### src/rtl/afe_pkg.sv
package afe_pkg;
  typedef enum logic [1:0] {
    OP_EXT     = 2'd0,
    OP_EXT_DEC = 2'd1,
    OP_SET_POS = 2'd2,
    OP_NOP     = 2'd3
  } op_e;
endpackage

### src/rtl/afe_len_sel.sv
module afe_len_sel #(
  parameter int OUT_W = 32,
  localparam int LEN_W = $clog2(OUT_W)
) (
  input  logic             sel_i,
  input  logic [LEN_W-1:0] imm_i,
  input  logic [OUT_W-1:0] reg_i,
  output logic [LEN_W:0]   len_o
);
  logic [LEN_W-1:0] code;
  assign code  = sel_i ? reg_i[LEN_W-1:0] : imm_i;
  assign len_o = {1'b0, code} + (LEN_W+1)'(1);
endmodule

### src/rtl/afe_field_shift.sv
module afe_field_shift #(
  parameter int ACC_W = 64,
  parameter int OUT_W = 32,
  localparam int POS_W = $clog2(ACC_W),
  localparam int LEN_W = $clog2(OUT_W)
) (
  input  logic [ACC_W-1:0] acc_i,
  input  logic [POS_W-1:0] pos_i,
  input  logic [LEN_W:0]   len_i,
  output logic [OUT_W-1:0] field_o,
  output logic             fits_o
);
  logic [POS_W:0]   top_p1;
  logic [POS_W:0]   lo;
  logic [ACC_W-1:0] shifted;
  logic [OUT_W-1:0] mask;

  assign top_p1  = {1'b0, pos_i} + (POS_W+1)'(1);
  assign fits_o  = top_p1 >= (POS_W+1)'(len_i);
  assign lo      = top_p1 - (POS_W+1)'(len_i);
  assign shifted = acc_i >> lo;

  for (genvar i = 0; i < OUT_W; i++) begin : g_mask
    assign mask[i] = (LEN_W+1)'(i) < len_i;
  end

  assign field_o = fits_o ? (shifted[OUT_W-1:0] & mask) : '0;

  always_comb begin
    if (!fits_o) a_r8_zero_on_err: assert (field_o == '0);
  end
endmodule

### src/rtl/afe_pos_reg.sv
module afe_pos_reg #(
  parameter int ACC_W = 64,
  parameter int THR   = 32,
  localparam int POS_W = $clog2(ACC_W)
) (
  input  logic             clk_i,
  input  logic             rst_ni,
  input  logic             set_en_i,
  input  logic [POS_W-1:0] set_val_i,
  input  logic             dec_en_i,
  input  logic [POS_W-1:0] dec_len_i,
  output logic [POS_W-1:0] pos_o,
  output logic             ge_o
);
  logic [POS_W-1:0] pos_q;

  always_ff @(posedge clk_i or negedge rst_ni) begin
    if (!rst_ni)       pos_q <= '0;
    else if (set_en_i) pos_q <= set_val_i;
    else if (dec_en_i) pos_q <= pos_q - dec_len_i;
  end

  assign pos_o = pos_q;
  assign ge_o  = pos_q >= POS_W'(THR);

  a_r2_set_loads: assert property (@(posedge clk_i) disable iff (!rst_ni)
    set_en_i |=> pos_q == $past(set_val_i));
  a_r7_dec_step: assert property (@(posedge clk_i) disable iff (!rst_ni)
    dec_en_i && !set_en_i |=> pos_q == POS_W'($past(pos_q) - $past(dec_len_i)));
  a_r9_flag_high: assert property (@(posedge clk_i) disable iff (!rst_ni)
    set_en_i && set_val_i >= POS_W'(THR) |=> ge_o);
  a_r9_flag_low: assert property (@(posedge clk_i) disable iff (!rst_ni)
    set_en_i && set_val_i < POS_W'(THR) |=> !ge_o);
endmodule

### src/rtl/acc_field_extract.sv
module acc_field_extract #(
  parameter int ACC_W = 64,
  parameter int OUT_W = 32,
  localparam int POS_W = $clog2(ACC_W),
  localparam int LEN_W = $clog2(OUT_W)
) (
  input  logic             clk_i,
  input  logic             rst_ni,
  input  logic             valid_i,
  input  logic [1:0]       op_i,
  input  logic             len_sel_i,
  input  logic [LEN_W-1:0] len_imm_i,
  input  logic [OUT_W-1:0] len_reg_i,
  input  logic [POS_W-1:0] pos_wdata_i,
  input  logic [ACC_W-1:0] acc_i,
  output logic [OUT_W-1:0] field_o,
  output logic             field_valid_o,
  output logic             err_o,
  output logic [POS_W-1:0] pos_o,
  output logic             pos_ge32_o
);
  import afe_pkg::*;

  op_e              op;
  logic [LEN_W:0]   len;
  logic [OUT_W-1:0] field_raw;
  logic             fits;
  logic             is_ext, set_en, dec_en;
  logic [OUT_W-1:0] field_q;
  logic             fv_q, err_q;

  assign op     = op_e'(op_i);
  assign is_ext = valid_i && (op == OP_EXT || op == OP_EXT_DEC);
  assign set_en = valid_i && op == OP_SET_POS;
  assign dec_en = valid_i && op == OP_EXT_DEC && fits;

  afe_len_sel #(.OUT_W(OUT_W)) u_len (
    .sel_i (len_sel_i),
    .imm_i (len_imm_i),
    .reg_i (len_reg_i),
    .len_o (len)
  );

  afe_field_shift #(.ACC_W(ACC_W), .OUT_W(OUT_W)) u_shift (
    .acc_i   (acc_i),
    .pos_i   (pos_o),
    .len_i   (len),
    .field_o (field_raw),
    .fits_o  (fits)
  );

  afe_pos_reg #(.ACC_W(ACC_W), .THR(OUT_W)) u_pos (
    .clk_i     (clk_i),
    .rst_ni    (rst_ni),
    .set_en_i  (set_en),
    .set_val_i (pos_wdata_i),
    .dec_en_i  (dec_en),
    .dec_len_i (POS_W'(len)),
    .pos_o     (pos_o),
    .ge_o      (pos_ge32_o)
  );

  always_ff @(posedge clk_i or negedge rst_ni) begin
    if (!rst_ni) begin
      field_q <= '0;
      fv_q    <= 1'b0;
      err_q   <= 1'b0;
    end else begin
      fv_q <= is_ext;
      if (is_ext) begin
        field_q <= field_raw;
        err_q   <= !fits;
      end
    end
  end

  assign field_o       = field_q;
  assign field_valid_o = fv_q;
  assign err_o         = err_q;

  a_r8_err_field_zero: assert property (@(posedge clk_i) disable iff (!rst_ni)
    err_o |-> field_o == '0);
  a_r8_err_pos_hold: assert property (@(posedge clk_i) disable iff (!rst_ni)
    is_ext && !fits |=> $stable(pos_o) && err_o);
  a_r6_plain_hold: assert property (@(posedge clk_i) disable iff (!rst_ni)
    valid_i && op == OP_EXT |=> $stable(pos_o));
  a_r10_nop_hold: assert property (@(posedge clk_i) disable iff (!rst_ni)
    valid_i && op == OP_NOP |=> $stable(pos_o) && $stable(field_o) && !field_valid_o);
  a_r11_idle_hold: assert property (@(posedge clk_i) disable iff (!rst_ni)
    !valid_i |=> $stable(pos_o) && $stable(field_o) && $stable(err_o) && !field_valid_o);
  a_r4_pulse: assert property (@(posedge clk_i) disable iff (!rst_ni)
    is_ext |=> field_valid_o);
endmodule

### config.mk
export PLATFORM = sky130hd
export DESIGN_NAME = acc_field_extract
export DESIGN_NICKNAME = d
export VERILOG_FILES = /design/src/rtl/afe_pkg.sv /design/src/rtl/afe_len_sel.sv /design/src/rtl/afe_field_shift.sv /design/src/rtl/afe_pos_reg.sv /design/src/rtl/acc_field_extract.sv
export SDC_FILE = /design/constraint.sdc
export NUM_CORES = 1
export LEC_CHECK = 0
export BUFFER_PORTS_ARGS = -buffer_cell sky130_fd_sc_hd__buf_4
export CAP_MARGIN = 15
export CORE_AREA = 2 2 112 114
export DETAILED_ROUTE_END_ITERATION = 12
export DIE_AREA = 0 0 114 116
export PLACE_DENSITY = 0.8
export SLEW_MARGIN = 20
export SYNTH_ARGS = -nofsm -noshare
export SYNTH_HDL_FRONTEND = slang
export SYNTH_SLANG_ARGS = --single-unit
### constraint.sdc
create_clock -name clk_i -period 4.8 [get_ports clk_i]
set_clock_uncertainty 0.2 [all_clocks]
set_input_delay 0.48 -clock clk_i [delete_from_list [all_inputs] [get_ports clk_i]]
set_output_delay 0.48 -clock clk_i [all_outputs]
set_load 0.01 [all_outputs]
Word-level counts from Yosys, hierarchy flattened:

Cells that the tools add are included.

* add/subtract/negate cells: 4
* order comparisons: 34
* equal/unequal tests: 2
* shift operators: 1
* multiplexer cells: 4
* bitwise gates (word level): 1
* reductions and logical operators: 8

Operator list (number)
* 5-bit by 6-bit < comparator with 1-bit output (first input constant): 16
* 64-bit by 7-bit >> shifter with 32-bit output: 1
* 4-bit by 6-bit < comparator with 1-bit output (first input constant): 8
* 32-bit bitwise AND: 1
* 32-bit two-way mux: 1
* 3-bit by 6-bit < comparator with 1-bit output (first input constant): 4
* 1-bit by 6-bit < comparator with 1-bit output (first input constant): 2
* 2-bit by 6-bit < comparator with 1-bit output (first input constant): 2
* 6-bit two-way mux: 2
* 6-bit by 1-bit adder with 7-bit output (second input constant): 1
* 7-bit by 6-bit >= comparator with 1-bit output: 1
* 7-bit by 6-bit subtractor with 7-bit output: 1
* 5-bit by 1-bit adder with 6-bit output (second input constant): 1
* 6-bit >= comparator (second input constant): 1
* 6-bit subtractor: 1
* 5-bit two-way mux: 1
* 1-bit logical AND: 4
* 2-bit by 1-bit equality test with 1-bit output (second input constant): 1
* 2-bit equality test (second input constant): 1
* 2-bit zero test: 1
* 2-bit nonzero test: 1
* 1-bit zero test: 1
* 1-bit logical OR: 1

* register bits: 40
* bits of input ports: 113
* output and inout bits: 41
* word-level logic and storage cells: 58

Logic depth before layout (Yosys ltp):

Gate-level depths: netlist (run 1).

* depth in word-level cells: 6
* gate-level depth with buffers: 19

Hierarchy:

From an unflattened synthesis (run 1), not the netlist that was laid out.

* cell total of the unflattened synthesis: 785
* area total of the unflattened synthesis: 6723.9 sq um

By module, submodules not included
* afe_field_shift: instances 1, cells an instance 627, area each 4606.9 sq um, sequential area each 0.0 sq um
* acc_field_extract: instances 1, cells an instance 75, area each 1427.6 sq um, sequential area each 850.8 sq um
* afe_pos_reg: instances 1, cells an instance 62, area each 528.0 sq um, sequential area each 150.1 sq um
* afe_len_sel: instances 1, cells an instance 21, area each 161.4 sq um, sequential area each 0.0 sq um

Worst setup path before layout (run 1):

No wires, ideal clock.

* path kind: input port to flip-flop
* start: in len_sel_i
* end: reg field_q[0], in the netlist field_o[0]
* setup time: 122 ps
* data arrival time: 4223 ps
* setup slack: 255 ps
* cell stages on the path: 17
* buffers on the path: 4
* cells stage by stage: buf_6 mux2i_1 inv_1 ha_1 buf_2 xnor2_1 inv_2 clkbuf_1 ha_1 xor2_1 clkbuf_1 mux2i_1 mux2i_1 nand2_1 a21oi_1 a41o_1 a32o_1

* longest elaborated chain between the ends: 6
* elaborated cells between the ends (all ways): 8

RTL lines
* start: declaration: line acc_field_extract.sv:11 `input logic len_sel_i,`
* 5-bit two-way mux (*): line afe_len_sel.sv:11 `assign code = sel_i ? reg_i[LEN_W-1:0] : imm_i;`
* 5-bit by 1-bit adder with 6-bit output (*): line afe_len_sel.sv:12 `assign len_o = {1'b0, code} + (LEN_W+1)'(1);`
* 7-bit by 6-bit subtractor with 7-bit output: line afe_field_shift.sv:20 `assign lo = top_p1 - (POS_W+1)'(len_i);`
* 64-bit by 7-bit >> shifter with 32-bit output: line afe_field_shift.sv:21 `assign shifted = acc_i >> lo;`
* 32-bit bitwise AND: line afe_field_shift.sv:27 `assign field_o = fits_o ? (shifted[OUT_W-1:0] & mask) : '0;`
* 32-bit two-way mux (*): line afe_field_shift.sv:27
* end signal: assignment: line acc_field_extract.sv:71 `field_q <= field_raw;`
* end: declaration: line acc_field_extract.sv:29 `logic [OUT_W-1:0] field_q;`

Mark *: on every way between the ends. The rest lies on a longest branch, timed or not.
A chain may end at the register's enable or synchronous reset.

Final worst setup path (run 1):

* start: in len_sel_i
* end: reg field_q[25], in the netlist field_o[25]

The elaborated chain is that of the path after synthesis.

==> reports/metrics.yaml, run 1 <==
cts:
  cts_resized: 0
  clk_pin_slew_ns: 0.06
  cts.sinks: 40
  clockRootBuffer: "clkbuf_16"
  cts_max_level: 2
  clkLatencyLatePin_ns: 0.28
  cts_tree: "done"
  cts_buffer_depth: 2
  cts_buffers: 5
floorplanning:
  rows: 40
  die_x_um: 114
  core_area_mm2: 0.0119
  die_y_um: 116
  start_util_pct: 54.2
  pin_count: 154
  die_area_mm2: 0.0132
job:
  drv_cap: 0
sta:
  fin_crit_sh_pct: 90.2
  fin_crit_ns: 4.33
  setup-tns-final_ns: 0
  slew_violations: 0
  holdWs_ns: 0.237
  tightest_slew_ns: 0.719
  rsz0062_at_grt: "no"
  finalSetupViolations: 0
  clock.fmax_ghz: 0.231
  relSlewSlack_pct: 52.0
  hold_viol: 0
global_route:
  antenna_found_initial: 0
  grt_first_pass_wirelength_um: 32200
  grt_max_degree: 42
  grt_busiest_layer: "met2"
  met1_usage_pct: 44.9
  grt.total_usage_pct: 30.9
  grt_pass1_vias: 6031
  use_met3_pct: 4.34
  met2_usage_pct: 46.3
  grt_overflow_total: 0
critical_path:
  path_common_cell: "buf_4"
  cp_cell_sequence: "buf_4 -> mux2i_1 -> buf_4 -> inv_1 -> ha_1 -> buf_4 -> nand4b_1 -> nand2_1 -> xor2_1 -> ha_1 -> a41o_1 -> and2_1 -> nand3b_1 -> and3_1 -> nand2_1 -> a21oi_1 -> a32o_1"
  crit_start: "len_sel_i"
  critPathRequiredTime_ns: 4.82
  cp_top_family: "simple AND/OR/NAND/NOR gates"
  worst-path-stages: 17
  crit_path_top_delay_cell: "a21oi_1"
  timing.rr.start: "u_pos.pos_o[1]$_DFFE_PN0P_"
  worstSetupEndpointType: "flop"
  reg2reg_slack_ns: 0.51
  cpPeakStageDelay_ns: 0.46
  r2r_end: "field_o[0]$_DFFE_PN0P_"
  critical_path.endpoint: "field_o[25]$_DFFE_PN0P_"
  crit_arrival_ns: 4.35
  critical_path_class: "primary input to flop"
  start_kind: "primary input"
  crit_buf_inv: 4
  cp_max_fo: 9
  r2r_cells: 14
yosys:
  ys.flop_type: "dfrtp_1"
  syn_area_per_cell_um2: 8.26
  synth_nets: 908
  ys_seq_area_share_pct: 15.5
  synth_edf_count: 0
  syn_area_mm2: 0.00646
  synthTopCellsByArea: "dfrtp_1, mux4_2, mux2i_1, nand2_1, a21oi_1"
  synthDistinctLibCells: 76
  synth_seq_cells: 40
  syn_inst: 782
  ys.warnings.count: 0
  post-synth-top-area-fraction_pct: 15.5
  yosys.area.top_type: "dfrtp_1"
  ys_async_sr_fraction_pct: 100
routing:
  drt_wl_total_um: 20300
  viasPerCell: 6.46
  drt_first_pass_iters: 8
  drc: 0
  dr_total_vias: 6691
  wl_per_cell_um: 19.6
  drtAntennaViolNets: 0
  drtIter0Drc: 761
finish:
  antennaDiodeCount: 0
  instances_no_fill: 1036
  fin_nets: 1014
  fillers: 1036
  final_area_mm2: 0.00779
  drive_gt1_share_pct: 29.0
  area.growth.synth_to_final_pct: 20.7
place:
  io_buffers: 126
  placed_area_mm2: 0.00764
  dp_hpwl_um: 16300
  gp_congestion: 1.06
  dp.cells: 1027
run_status:
  status: "completed"
min_path:
  min_path_type: "primary input to flop"
[stage by stage]
stage               setup WS [ns]  util (%)
floorplan                   0.255         -
global route                0.266      65.4
CTS                         0.517      65.4
detailed placement          0.231      64.1
global placement            0.272      64.1
finish                      0.470      65.4
[layout by cell type (no fill, tap or decap), drive strengths merged, types with 24 or more instances in the layout]
master / instances
buf: 167
nor2: 57
nand2: 127
dfrtp: 40
nand3: 24
mux2i: 62
mux4: 41
a21oi: 68
o21ai: 52
[registers in the layout, summed over array words and instances, names as in the netlist]
name and cells:
field_valid_o 1, err_o 1, field_o 32, u_pos.pos_o 6
[worst min path at each step]
stage | startpoint | endpoint | slack (ns) | cells past startpoint
after floorplan | rst_ni | err_o$_DFFE_PN0P_ | -0.02 | 0
after global placement | err_o$_DFFE_PN0P_ | err_o$_DFFE_PN0P_ | 0.26 | 2
after detailed placement | field_o[7]$_DFFE_PN0P_ | field_o[7]$_DFFE_PN0P_ | 0.27 | 2
after CTS | pos_wdata_i[0] | u_pos.pos_o[0]$_DFFE_PN0P_ | 0.23 | 2
after global routing | pos_wdata_i[0] | u_pos.pos_o[0]$_DFFE_PN0P_ | 0.24 | 2
final | pos_wdata_i[0] | u_pos.pos_o[0]$_DFFE_PN0P_ | 0.24 | 2
[cell usage after synthesis (4+ instances only)]
library cell and number:
a211oi_1 14, a21oi_1 68, a22o_1 5, a32o_1 19, and2_1 4, and3_1 7, buf_1 7, buf_2 22
buf_6 4, clkbuf_1 33, dfrtp_1 40, ha_1 12, inv_1 14, maj3_1 6, mux2_2 18, mux2i_1 61
mux4_2 41, nand2_1 127, nand2b_1 6, nand3_1 24, nand4_1 5, nor2_1 57, nor2b_1 10, nor3_1 8
o211ai_1 21, o21ai_0 32, o21ai_1 20, o22ai_1 5, xnor2_1 8, xnor2_2 5, xor2_1 11
[logic make-up (layout without fill, tap and decap cells)]
| logic type | Yosys count | after routing | synth area share (%) |
|---|---|---|---|
| AO/OA/AOI/OAI | 224 | 224 | 23.4 |
| AND/OR/NAND/NOR | 259 | 259 | 17.7 |
| XOR/XNOR | 30 | 30 | 5.99 |
| multiplexers | 124 | 124 | 27.6 |
| flip-flops | 40 | 40 | 15.5 |
| buffers and inverters | 85 | 192 | 6.01 |
| adder cells (fa/ha/maj) | 20 | 20 | 3.78 |
[timing repair]
action                     in CTS  in global routing
setup buffers                   0                  0
hold endpoints to repair       40                  0
hold buffers                    1                  0
setup endpoints to repair       0                  0
[routing by layer]
metal	wire [um]	up-vias	share of wire [%]
li1	-	3137	-
met1	8940	3090	44
met2	8550	412	42
met3	2000	52	9.9
met4	832	0	4.1
met5	0	-	0
[area by class of cell]
| type | instances | area, um^2 | share of cell area, % |
|---|---|---|---|
| inverter | 16 | 60.1 | 0.771 |
| tap | 147 | 184 | 2.36 |
| timing repair buffer | 168 | 1300 | 16.7 |
| sequential | 40 | 1000 | 12.8 |
| clock buffer | 7 | 133 | 1.70 |
| clock inverter | 1 | 8.76 | 0.112 |
| multi-input combinational | 657 | 5100 | 65.5 |
[worst register-to-register path: cells and delay by family (launching register included)]
kind / cells / cell delay [ns]
simple gates: 2 / 0.18
mux: 2 / 0.48
flops: 1 / 0.53
compound gates: 5 / 0.90
buf+inv: 3 / 0.49
fa+ha+maj: 2 / 1.40
Power of run 1 is not shown: default switching activity piles up to over one toggle a cycle in this logic, so the estimate is an artifact.
==> run 2, diff against run 1 <==
==> constraint.sdc (replaced) <==
create_clock -name clk_i -period 4.8 [get_ports clk_i]
set_clock_uncertainty 0.2 [all_clocks]
set_input_delay 0.24 -clock clk_i [delete_from_list [all_inputs] [get_ports clk_i]]
set_output_delay 0.24 -clock clk_i [all_outputs]
set_load 0.01 [all_outputs]
==> run 2 against run 1 <==
- first-iteration DRC count rose by 16%
- sequential share of layout area about the same
- via count is 0.39% higher
- cell count up 0.19%
- global-route usage is 0.51 points lower
- non-clock buffer count rose by 2
- maximum frequency grew 3.6%
==> reports/metrics.yaml, run 2 (same netlist as run 1, synthesis figures left out) <==
floorplanning:
  pin_count: 154
  die_area_mm2: 0.0132
  die_y_um: 116
  rows: 40
  core_area_mm2: 0.0119
  die_x_um: 114
  start_util_pct: 54.2
critical_path:
  worstSetupEndpointType: "flop"
  crit_arrival_ns: 4.15
  cp_cell_sequence: "buf_4 -> mux2_2 -> ha_1 -> inv_1 -> fa_4 -> buf_4 -> mux4_2 -> mux2i_1 -> o21ai_0 -> mux4_2 -> a32o_1"
  worst-path-stages: 11
  r2r_cells: 10
  start_kind: "primary input"
  critPathRequiredTime_ns: 4.77
  crit_buf_inv: 3
  cp_top_family: "multiplexers"
  critical_path_class: "primary input to flop"
  crit_path_top_delay_cell: "fa_4"
  cpPeakStageDelay_ns: 1.03
  cp_max_fo: 21
finish:
  antennaDiodeCount: 0
  largest_register_ffs: 32
  drive_gt1_share_pct: 29.3
  layout_commonest_cell: "buf_4"
  fin_nets: 1016
  mostFrequentLayoutCells: "buf_4, nand2_1, a21oi_1"
  area.growth.synth_to_final_pct: 20.8
routing:
  drtIter0Drc: 882
  drc: 0
  dr_total_vias: 6717
  drt_wl_total_um: 20300
  wl_per_cell_um: 19.6
  viasPerCell: 6.47
  drt_first_pass_iters: 5
  drtAntennaViolNets: 0
sta:
  relSlewSlack_pct: 44.1
  hold_viol: 0
  fin_crit_sh_pct: 87.1
  fin_crit_ns: 4.18
  setup-tns-final_ns: 0
  slew_violations: 0
  rsz0062_at_grt: "no"
  clock.fmax_ghz: 0.239
  finalSetupViolations: 0
  tightest_slew_ns: 0.839
cts:
  cts_max_level: 2
  clkLatencyLatePin_ns: 0.28
  cts_buffers: 5
  clk_pin_slew_ns: 0.06
  cts.sinks: 40
  cts_resized: 0
  cts_buffer_depth: 2
  postCtsSetupBuffers: 0
  cts_tree: "done"
  clockRootBuffer: "clkbuf_16"
place:
  dp_hpwl_um: 16300
  io_buffers: 126
  gp_congestion: 0.992
global_route:
  grt.total_usage_pct: 30.3
  grt_pass1_vias: 5884
  grt_first_pass_wirelength_um: 31600
  antenna_found_initial: 0
  grt_overflow_total: 0
  grt_max_degree: 48
run_status:
  status: "completed"
min_path:
  min_path_type: "primary input to flop"
  holdPathStages: 3
job:
  drv_cap: 0
==> run 2: changes by cell type in the layout (fill, tap and decap cells not counted) <==
cell	before	now
buf_4	164	166
clkbuf_1	2	0
clkinv_2	0	2
buf_12	3	2
dlygate4sd3_1	1	2
==> run 2: timing repair <==
action / 4_1_cts / 5_1_grt
hold buffers: 2 / 0
setup endpoints to repair: 0 / 0
hold endpoints to repair: 41 / 0
==> run 2: area by class of cell <==
type / count / area [um^2]
multi-input cells: 657 / 5100
fillers: 1035 / 4110
repair buffers: 170 / 1310
flip-flops and latches: 40 / 1000
well taps: 147 / 184
clock buffers: 5 / 125
inverters: 16 / 60.1
clock inverters: 3 / 18.8
==> run 2: per-layer routing <==
metal	vias up	track usage (%)	routed length [um]
met5	-	0	0
met4	0	11.6	913
met3	56	4.34	1900
met2	392	45.5	8530
met1	3113	44.5	9000
li1	3156	-	-
==> run 2: through the flow <==
step	setup slack, ns	utilization [%]	cell area (um^2)	hold slack, ns	std cells
after global routing	0.419	65.5	7800	0.00686	1038
after detailed placement	0.352	64.1	7640	0.0340	1028
after global placement	0.414	64.1	7640	0.0347	1028
after CTS	0.634	65.5	7800	0.00826	1038
after floorplan	0.495	-	6460	-0.256	782
final	0.620	65.5	7800	0.00419	1038
==> run 2: tightest hold or removal path, stage by stage <==
cell	delay, ns
buf_4	0.07
nor2_1	0.03
a21oi_1	0.09
==> run 2: path summary, 6_finish.rpt <==
kind                                                  from                    endpoint  slack [ns]
worst min-delay path                        pos_wdata_i[3]  u_pos.pos_o[3]$_DFFE_PN0P_       0.004
max in group asynchronous                           rst_ni     field_o[14]$_DFFE_PN0P_        3.78
worst min register to register      field_o[1]$_DFFE_PN0P_      field_o[1]$_DFFE_PN0P_        0.29
min in group asynchronous                           rst_ni  u_pos.pos_o[0]$_DFFE_PN0P_        0.27
worst max register to register  u_pos.pos_o[0]$_DFFE_PN0P_     field_o[12]$_DFFE_PN0P_        0.68
worst max-delay path                             len_sel_i     field_o[12]$_DFFE_PN0P_        0.62
Power of run 2 is left out for the same reason.
